==> config.mk <==
export PLATFORM = sky130hd
export DESIGN_NAME = ocmp_unit
export DESIGN_NICKNAME = d
export VERILOG_FILES = /design/src/rtl/ocmp_pkg.sv /design/src/rtl/ocmp_timebase.sv /design/src/rtl/ocmp_regs.sv /design/src/rtl/ocmp_flag.sv /design/src/rtl/ocmp_unit.sv
export SDC_FILE = /design/constraint.sdc
export NUM_CORES = 1
export LEC_CHECK = 0
export ABC_AREA = 1
export ABC_CLOCK_PERIOD_IN_PS = 1700
export BUFFER_PORTS_ARGS = -buffer_cell sky130_fd_sc_hd__buf_2
export CORE_MARGIN = 2
export CORE_UTILIZATION = 25
export CTS_BUF_LIST = sky130_fd_sc_hd__clkbuf_8
export CTS_CLUSTER_DIAMETER = 80
export DETAILED_ROUTE_END_ITERATION = 8
export GPL_TIMING_DRIVEN = 1
export PLACE_DENSITY = 0.39
export SYNTH_ARGS = -nofsm -noshare
export SYNTH_HDL_FRONTEND = slang
export SYNTH_SLANG_ARGS = --single-unit
==> constraint.sdc <==
create_clock -name clk -period 1.7 [get_ports clk]
set_input_delay 0.34 -clock clk [delete_from_list [all_inputs] [get_ports clk]]
set_output_delay 0.34 -clock clk [all_outputs]
set_load 0.02 [all_outputs]
==> src/rtl/ocmp_pkg.sv <==
package ocmp_pkg;
  localparam int unsigned BUS_W  = 8;
  localparam int unsigned ADDR_W = 2;
  // register map: control, status, then target bytes most significant first
  localparam logic [ADDR_W-1:0] A_CTRL = 2'd0;
  localparam logic [ADDR_W-1:0] A_STAT = 2'd1;
  localparam int unsigned       A_TGT  = 2;
  localparam int unsigned       IE_BIT   = 7;
  localparam int unsigned       FLAG_BIT = 7;
endpackage

==> src/rtl/ocmp_timebase.sv <==
module ocmp_timebase #(
  parameter int unsigned CW      = 16,
  parameter int unsigned PRESC   = 4,
  parameter logic [CW-1:0] RST_CNT = 16'hFFFC
) (
  input  logic          clk,
  input  logic          rst_n,
  output logic [CW-1:0] cnt,
  output logic          step
);
  localparam int unsigned PW = (PRESC > 1) ? $clog2(PRESC) : 1;

  logic [PW-1:0] pre_q, pre_d;
  logic [CW-1:0] cnt_q, cnt_d;
  logic          step_q;
  logic          tick;

  always_comb begin
    tick  = (pre_q == PW'(PRESC - 1));
    pre_d = tick ? '0 : pre_q + 1'b1;
    cnt_d = cnt_q + 1'b1;
  end

  always_ff @(posedge clk or negedge rst_n) begin
    if (!rst_n) begin
      pre_q  <= '0;
      cnt_q  <= RST_CNT;
      step_q <= 1'b0;
    end else begin
      pre_q  <= pre_d;
      step_q <= tick;
      if (tick) cnt_q <= cnt_d;
    end
  end

  assign cnt  = cnt_q;
  assign step = step_q;
endmodule

==> src/rtl/ocmp_regs.sv <==
module ocmp_regs
  import ocmp_pkg::*;
#(
  parameter int unsigned CW = 16
) (
  input  logic              clk,
  input  logic              rst_n,
  input  logic              wr_en,
  input  logic [ADDR_W-1:0] addr,
  input  logic [BUS_W-1:0]  wdata,
  output logic [CW-1:0]     tgt,
  output logic              hold,
  output logic              ie,
  output logic              lo_wr
);
  localparam int unsigned NB = CW / BUS_W;

  logic hi_wr;
  logic hold_q, hold_d, hold_en;
  logic ie_q, ie_en;

  for (genvar gi = 0; gi < NB; gi++) begin : g_byte
    logic [BUS_W-1:0] byte_q;
    logic             hit;
    assign hit = wr_en && (addr == ADDR_W'(A_TGT + gi));
    // target bytes carry no reset
    always_ff @(posedge clk) begin
      if (hit) byte_q <= wdata;
    end
    assign tgt[CW-1-BUS_W*gi -: BUS_W] = byte_q;
  end

  always_comb begin
    hi_wr   = wr_en && (addr >= ADDR_W'(A_TGT)) && (addr < ADDR_W'(A_TGT + NB - 1));
    lo_wr   = wr_en && (addr == ADDR_W'(A_TGT + NB - 1));
    hold_en = hi_wr || lo_wr;
    hold_d  = hi_wr && !lo_wr;
    ie_en   = wr_en && (addr == A_CTRL);
  end

  always_ff @(posedge clk or negedge rst_n) begin
    if (!rst_n) begin
      hold_q <= 1'b0;
      ie_q   <= 1'b0;
    end else begin
      if (hold_en) hold_q <= hold_d;
      if (ie_en)   ie_q   <= wdata[IE_BIT];
    end
  end

  assign hold = hold_q;
  assign ie   = ie_q;
endmodule

==> src/rtl/ocmp_flag.sv <==
module ocmp_flag (
  input  logic clk,
  input  logic rst_n,
  input  logic match,
  input  logic stat_rd,
  input  logic lo_wr,
  output logic flag,
  output logic armed
);
  logic flag_q, flag_d, flag_en;
  logic arm_q, arm_d, arm_en;

  always_comb begin
    flag_en = match || (lo_wr && arm_q);
    flag_d  = match;
    arm_en  = lo_wr || (stat_rd && flag_q);
    arm_d   = !lo_wr;
  end

  // flag and handshake state are left alone by reset
  always_ff @(posedge clk) begin
    if (flag_en) flag_q <= flag_d;
    if (arm_en)  arm_q  <= arm_d;
  end

  assign flag  = flag_q;
  assign armed = arm_q;


  clear_needs_arm_chk: assert property (@(posedge clk) disable iff (!rst_n)
    $fell(flag_q) |-> $past(lo_wr && arm_q));
endmodule

==> src/rtl/ocmp_unit.sv <==
module ocmp_unit
  import ocmp_pkg::*;
#(
  parameter int unsigned   CW      = 16,
  parameter int unsigned   PRESC   = 4,
  parameter logic [CW-1:0] RST_CNT = 16'hFFFC
) (
  input  logic              clk,
  input  logic              rst_n,
  input  logic              wr_en,
  input  logic              rd_en,
  input  logic [ADDR_W-1:0] addr,
  input  logic [BUS_W-1:0]  wdata,
  output logic [BUS_W-1:0]  rdata,
  output logic              irq
);
  localparam int unsigned NB = CW / BUS_W;

  logic [CW-1:0] cnt, tgt;
  logic step, hold, ie, lo_wr, flag, armed, match, stat_rd;

  ocmp_timebase #(.CW(CW), .PRESC(PRESC), .RST_CNT(RST_CNT)) u_tb (
    .clk(clk), .rst_n(rst_n), .cnt(cnt), .step(step)
  );

  ocmp_regs #(.CW(CW)) u_regs (
    .clk(clk), .rst_n(rst_n), .wr_en(wr_en), .addr(addr), .wdata(wdata),
    .tgt(tgt), .hold(hold), .ie(ie), .lo_wr(lo_wr)
  );

  ocmp_flag u_flag (
    .clk(clk), .rst_n(rst_n), .match(match), .stat_rd(stat_rd),
    .lo_wr(lo_wr), .flag(flag), .armed(armed)
  );

  always_comb begin
    match   = step && !hold && (cnt == tgt);
    stat_rd = rd_en && (addr == A_STAT);
    irq     = flag && ie;
  end

  always_comb begin
    rdata = '0;
    if (addr == A_CTRL) rdata[IE_BIT]   = ie;
    if (addr == A_STAT) rdata[FLAG_BIT] = flag;
    for (int i = 0; i < NB; i++) begin
      if (addr == ADDR_W'(A_TGT + i)) rdata = tgt[CW-1-BUS_W*i -: BUS_W];
    end
  end


  once_per_step_chk: assert property (@(posedge clk) disable iff (!rst_n)
    $rose(flag) |-> $past(step));


  no_match_on_hold_chk: assert property (@(posedge clk) disable iff (!rst_n)
    $rose(flag) |-> $past(!hold));


  set_beats_clear_chk: assert property (@(posedge clk) disable iff (!rst_n)
    (match && lo_wr && armed) |=> flag);


  match_sets_flag_chk: assert property (@(posedge clk) disable iff (!rst_n)
    (step && !hold && (cnt == tgt)) |=> flag);
endmodule

# Yosys cells after proc, flatten, opt, wreduce, memory -nomap -nowiden
# Cells that the tools add are included.
dict set report totals {
  out_inout_bits 9
  inputBits 14
  register_bits 39
  elab_cells 41
}
dict set report classes {
  mux 5
  order_cmp 2
  n_reduce_logical 18
  n_addsub 2
  n_eq_ne 5
}
# operator n
set ops {}
lappend ops {{adder 16 x 1 -> 16 bit (second input constant)} 1}
lappend ops {{== test 16 bit} 1}
lappend ops {{2-to-1 mux 8 bit} 2}
lappend ops {{logical AND 1 bit} 12}
lappend ops {{== test 2 bit (second input constant)} 3}
lappend ops {{logical OR 1 bit} 3}
lappend ops {{adder 2 x 1 -> 2 bit (second input constant)} 1}
lappend ops {{== test 2 x 1 -> 1 bit (second input constant)} 1}
lappend ops {{greater-or-equal comparator 2 bit (second input constant)} 1}
lappend ops {{zero test 1 bit} 2}
lappend ops {{zero test 2 bit} 1}
lappend ops {{< comparator 2 bit (second input constant)} 1}
lappend ops {{2-to-1 mux 1 bit} 2}
lappend ops {{2-to-1 mux 2 bit} 1}

# Logic depth before layout (Yosys ltp)
dict set report depth {
  ltp_word 5
  mapped_depth 9
  depth_no_buf 9
}

# Modules after synthesis
# Synthesis repeated with hierarchy kept, for this count alone.
dict set report hier_totals {
  cells_unflattened 246
  area_unflattened_um2 2089.5
}
# module area_per_inst_um2 cells_per_inst instances seq_area_each_um2
set by_module_without_submodules {}
lappend by_module_without_submodules {ocmp_timebase 952.2 106 1 493.0}
lappend by_module_without_submodules {ocmp_regs 576.8 29 1 530.5}
lappend by_module_without_submodules {ocmp_unit 478.0 103 1 0.0}
lappend by_module_without_submodules {ocmp_flag 82.6 8 1 60.1}

# Worst setup path before layout
# No wires, ideal clock.
dict set report synth_path {
  path_type {input -> output}
  startpoint {input port addr[1]}
  endpoint {output port rdata[2]}
  slack_ns 0.151
  t_arrival_ns 1.209
  stages 4
  cell_sequence {inv_1 nor2_1 clkinv_1 o21ai_0}
}
dict set report synth_between {
  elab_chain_cells 3
  word_cells_on_any_way 4
  classes_between {2 x eq/ne; 2 x mux}
}
# item line
set synth_rtl {}
lappend synth_rtl {{from (decl)} ocmp_unit.sv:12} ;# input logic [ADDR_W-1:0] addr,
lappend synth_rtl {{== test 2 bit} ocmp_unit.sv:47} ;# if (addr == ADDR_W'(A_TGT + i)) rdata = tgt[CW-1-BUS_W*i -: BUS_W];
lappend synth_rtl {{2-to-1 mux 8 bit} ocmp_unit.sv:47}
lappend synth_rtl {{2-to-1 mux 8 bit (*)} ocmp_unit.sv:47}
lappend synth_rtl {{to (decl)} ocmp_unit.sv:14} ;# output logic [BUS_W-1:0] rdata,
# Mark *: on every way between the ends. The rest lies on a longest branch, timed or not.

# Worst setup path in the final report
dict set report layout_path {
  startpoint {register u_regs.g_byte[0].byte_q[2]}
  endpoint {output port rdata[2]}
}
dict set report layout_between {
  elab_chain_cells 2
}
# item line
set layout_rtl {}
lappend layout_rtl {{from (decl)} ocmp_regs.sv:23} ;# logic [BUS_W-1:0] byte_q;
lappend layout_rtl {{from (signal assigned)} ocmp_regs.sv:28} ;# if (hit) byte_q <= wdata;
lappend layout_rtl {{2-to-1 mux 8 bit (2 in series)} ocmp_unit.sv:47}
# Every way passes these cells.

==> out/results.md <==
| Parameter | This run | Unit |
|---|---|---|
| Max Clock Skew | 0.00446 | ns |
| DR iter-0 viols | 71 | - |
| Wire length of the first global-routing pass | 8.87 | mm |
| Largest area contributor in the netlist | sky130_fd_sc_hd__edfxtp_1 | - |
| Number of placed cells counting well taps | 388 | - |
| Crit-path leading delay family | flip-flops | - |
| Power density normalized to cell area | 741 | mW/mm2 |
| Total CTS buffers | 5 | - |
| Number of antenna cells inserted | 0 | - |
| List of cells traversed by the critical path | inv_1, o21ai_0, buf_2 | - |
| Worst setup SP type | register | - |
| Yosys warning total | 0 | - |
| Max clock buf depth | 2 | - |
| Max_cap viols | 0 | - |
| Post CTS Setup Buffer Count | 0 | - |
| Yosys top cell area share | 0.262 | - |
| Worst-case setup slack after placement | -0.00285 | ns |
| Combined buffer and inverter count along the critical path | 2 | - |
| Number of instances in the synthesized netlist | 249 | - |
| Switching power total | 482 | uW |
| Clock edge transition at the registers on the reported setup and hold paths | 0.08 | ns |
| Maximum number of pins on one net before global-route repair | 22 | - |
| Initial core utilization | 0.254 | - |
| Util after Layout | 0.307 | - |
| Latest clock arrival within the worst-skew pair | 0.30 | ns |
| Post-route DRC violation count | 0 | - |
| Final setup fails | 0 | - |
| Final critical-path share of the clock period | 0.925 | - |
| Number of non-filler instances in the completed layout | 396 | - |
| Die height | 94.9 | um |
| Critical path arrival | 1.23 | ns |
| Worst hold-check path type | in2async | - |
| Count of distinct cell types in the synthesized netlist | 29 | - |
| Setup repair after global routing missed its margin | false | - |
| Switching part of the total power | 0.260 | - |
| FF/Latch Area | 0.00108 | mm2 |
| Max IR drop VDD | 0.000239 | V |
| Final Hold Fails | 0 | - |
| Post-synthesis average cell area | 8.30 | um2 |
| Post-synth net total | 265 | - |
| Reg power frac | 0.558 | - |
| Worst hold slack across all endpoints | 0.0151 | ns |
| Fillers | 861 | - |
| Number of detailed-routing iterations run before antenna repair | 4 | - |
| HPWL after detailed placement | 4.39 | mm |
| Slew at the pin with the worst max-slew slack | 0.520 | ns |
| CTS HTree Levels | 2 | - |
| Min cycle time layout | 1.57 | ns |
| Row count | 33 | - |
| Number of antenna violations at the first check in global routing | 0 | - |
| Setup ws final | 0.127 | ns |
| Area of the multi-input gates | 818 | um2 |
| Maximum net fanout on the critical path | 2 | - |
| Design internal power | 1.37 | mW |
| Seq/Total Area, Yosys | 0.524 | - |
| Clk network pwr share | 0.346 | - |
| Clock Sinks | 39 | - |
| Routed WL per cell | 14.0 | um |
| Comb power frac | 0.096 | - |
| Leftover overflow at the end of global routing | 0 | - |
| Layout area overhead | 20.9 | % |
| Overall die width | 94.9 | um |
| Area inside the core boundary | 0.00813 | mm2 |
| Total via count after detailed routing | 1639 | - |
| Number of synthesized register bits | 39 | - |
| Outcome | finished clean | - |
| Vias in the first global route | 1670 | - |
| Cell types with the largest area share after synthesis | sky130_fd_sc_hd__edfxtp_1 (26%), sky130_fd_sc_hd__dfstp_2 (18%), sky130_fd_sc_hd__nand2_1 (13%), sky130_fd_sc_hd__dfrtp_1 (8.5%), sky130_fd_sc_hd__inv_1 (7.4%) | - |
| Crit-path max cell delay | 0.39 | ns |
| Highest clock frequency the design can meet | 636 | MHz |
| Layout cells sized above 1 | 0.244 | - |
| I/O pin total | 23 | - |
| Combined global-route utilization of all metal layers | 0.137 | - |
| Number of max-slew violations in the final report | 0 | - |
| Slowest library cell on the worst path | sky130_fd_sc_hd__edfxtp_1 | - |
| Number of input and output port buffers inserted | 22 | - |
| CTS Root Buffer Type | sky130_fd_sc_hd__clkbuf_8 | - |
| Detailed-route wire length | 5.54 | mm |
| Vias per cell | 4.14 | - |
| Category of the most critical setup path | reg2out | - |
| Die Area | 0.00901 | mm2 |
| Rel. slew slack | 0.653 | - |
| Crit. End Element | primary output | - |
| Post-synth design cell area | 0.00207 | mm2 |
| Post-layout power | 1.85 | mW |
| Number of nets with antenna violations after routing | 0 | - |
| TritonCTS clock tree | yes | - |
| # nets final | 306 | - |
| Data required time of the critical path | 1.36 | ns |
| Global placer's final weighted congestion | 0.916 | - |
| Leak | 1.12 | nW |
==> power groups by stage <==
| stage | combinational, mW | clock (mW) | sequential (mW) |
|---|---|---|---|
| floorplan | 0.0929 | 0 | 1.05 |
| global placement | 0.180 | 0 | 1.05 |
| detailed placement | 0.181 | 0 | 1.05 |
| CTS | 0.182 | 0.673 | 1.03 |
| global route | 0.202 | 0.716 | 1.04 |
| finish | 0.178 | 0.641 | 1.03 |
==> cell usage in the layout, fill, tap and decap left out, drive strengths merged <==
master    netlist  routed
nand2          72      72
inv            42      42
nor2           40      40
buf             1      35
edfxtp         18      18
dfstp          14      14
nand3          13      13
xor2            9       9
dfrtp           7       7
o21ai           6       6
o22ai           5       5
nand4           5       5
clkbuf          0       5
clkinv          3       4
xnor2           3       3
nand3b          2       2
ha              2       2
clkinvlp        0       2
nor3            2       2
nor3b           1       1
and2            1       1
o2111ai         1       1
a21oi           1       1
mux2            1       1
==> sequential cells by signal, indices dropped and copies added (netlist names) <==
name                  flops
u_flag.flag               1
u_tb.cnt                 16
u_flag.armed              1
u_regs.hold               1
u_regs.g_byte.byte_q     16
u_tb.pre_q                2
u_regs.ie                 1
u_tb.step                 1
==> logic make-up after synthesis <==
| family | synth area share |
|---|---|
| AO/OA/AOI/OAI | 0.0363 |
| buffers and inverters | 0.0854 |
| XOR/XNOR | 0.0509 |
| AND/OR/NAND/NOR | 0.286 |
| flip-flops | 0.524 |
| multiplexers | 0.00545 |
| adder cells (fa/ha/maj) | 0.0121 |
==> through the flow <==
stage | cell area [um2] | setup TNS, ns
final | 2500 | 0
after global placement | 2400 | 0
after floorplan | 2070 | 0
after CTS | 2490 | 0
after detailed placement | 2400 | -0.00285
after global routing | 2500 | 0
==> cells in the mapped netlist <==
master	n
sky130_fd_sc_hd__nor3b_1	1
sky130_fd_sc_hd__nand3b_1	2
sky130_fd_sc_hd__inv_1	41
sky130_fd_sc_hd__o21ai_1	1
sky130_fd_sc_hd__nand3_2	2
sky130_fd_sc_hd__edfxtp_1	18
sky130_fd_sc_hd__mux2_2	1
sky130_fd_sc_hd__o21ai_0	5
sky130_fd_sc_hd__nor2_2	3
sky130_fd_sc_hd__buf_4	1
sky130_fd_sc_hd__nand2_1	70
sky130_fd_sc_hd__inv_2	1
sky130_fd_sc_hd__nor2_1	36
sky130_fd_sc_hd__nand4_1	5
sky130_fd_sc_hd__dfstp_2	14
sky130_fd_sc_hd__and2_1	1
sky130_fd_sc_hd__nand2_2	2
sky130_fd_sc_hd__xor2_1	9
sky130_fd_sc_hd__o2111ai_1	1
sky130_fd_sc_hd__nor3_1	1
sky130_fd_sc_hd__dfrtp_1	7
sky130_fd_sc_hd__nand3_1	11
sky130_fd_sc_hd__o22ai_1	5
sky130_fd_sc_hd__ha_1	2
sky130_fd_sc_hd__nor3_2	1
sky130_fd_sc_hd__xnor2_1	3
sky130_fd_sc_hd__a21oi_1	1
sky130_fd_sc_hd__nor2_4	1
sky130_fd_sc_hd__clkinv_1	3
==> metal layers <==
| layer | global-route usage | up-vias | part of all wire |
|---|---|---|---|
| li1 | - | 861 | - |
| met1 | 0.181 | 743 | 0.48 |
| met2 | 0.222 | 29 | 0.48 |
| met3 | 0.0271 | 6 | 0.029 |
| met4 | 0.0483 | 0 | 0.015 |
| met5 | 0 | - | 0 |
==> area by class of cell <==
type                       instances  area share
clock inverter                     3     0.00801
timing repair buffer              35      0.0831
inverter                          45      0.0681
clock buffer                       5      0.0275
multi-input combinational        164       0.327
tap                              105      0.0526
sequential                        39       0.433
==> final timing paths <==
| path | startpoint | endpoint | slack [ns] | depth (start not counted) |
|---|---|---|---|---|
| max in group asynchronous | rst_n | u_tb.cnt[8]$_DFFE_PN1P_ | 1.32 | 1 |
| min reg2reg | u_tb.pre_q[0]$_DFF_PN0_ | u_tb.pre_q[0]$_DFF_PN0_ | 0.45 | 1 |
| min | rst_n | u_tb.pre_q[1]$_DFF_PN0_ | 0.02 | 1 |
| max | u_regs.g_byte[0].byte_q[2]$_DFFE_PP_ | rdata[2] | 0.13 | 3 |
| max reg2reg | u_tb.pre_q[0]$_DFF_PN0_ | u_tb.cnt[13]$_DFFE_PN1P_ | 0.17 | 8 |
| min in group clk | wdata[3] | u_regs.g_byte[0].byte_q[3]$_DFFE_PP_ | 0.23 | 1 |
==> timing repair <==
action,in CTS,in global routing
pin swaps,0,0
setup endpoints to repair,2,4
cloned,0,0
gates resized for setup,1,3
hold buffers,0,0
Note: power is estimated with default switching activity, not from simulation.
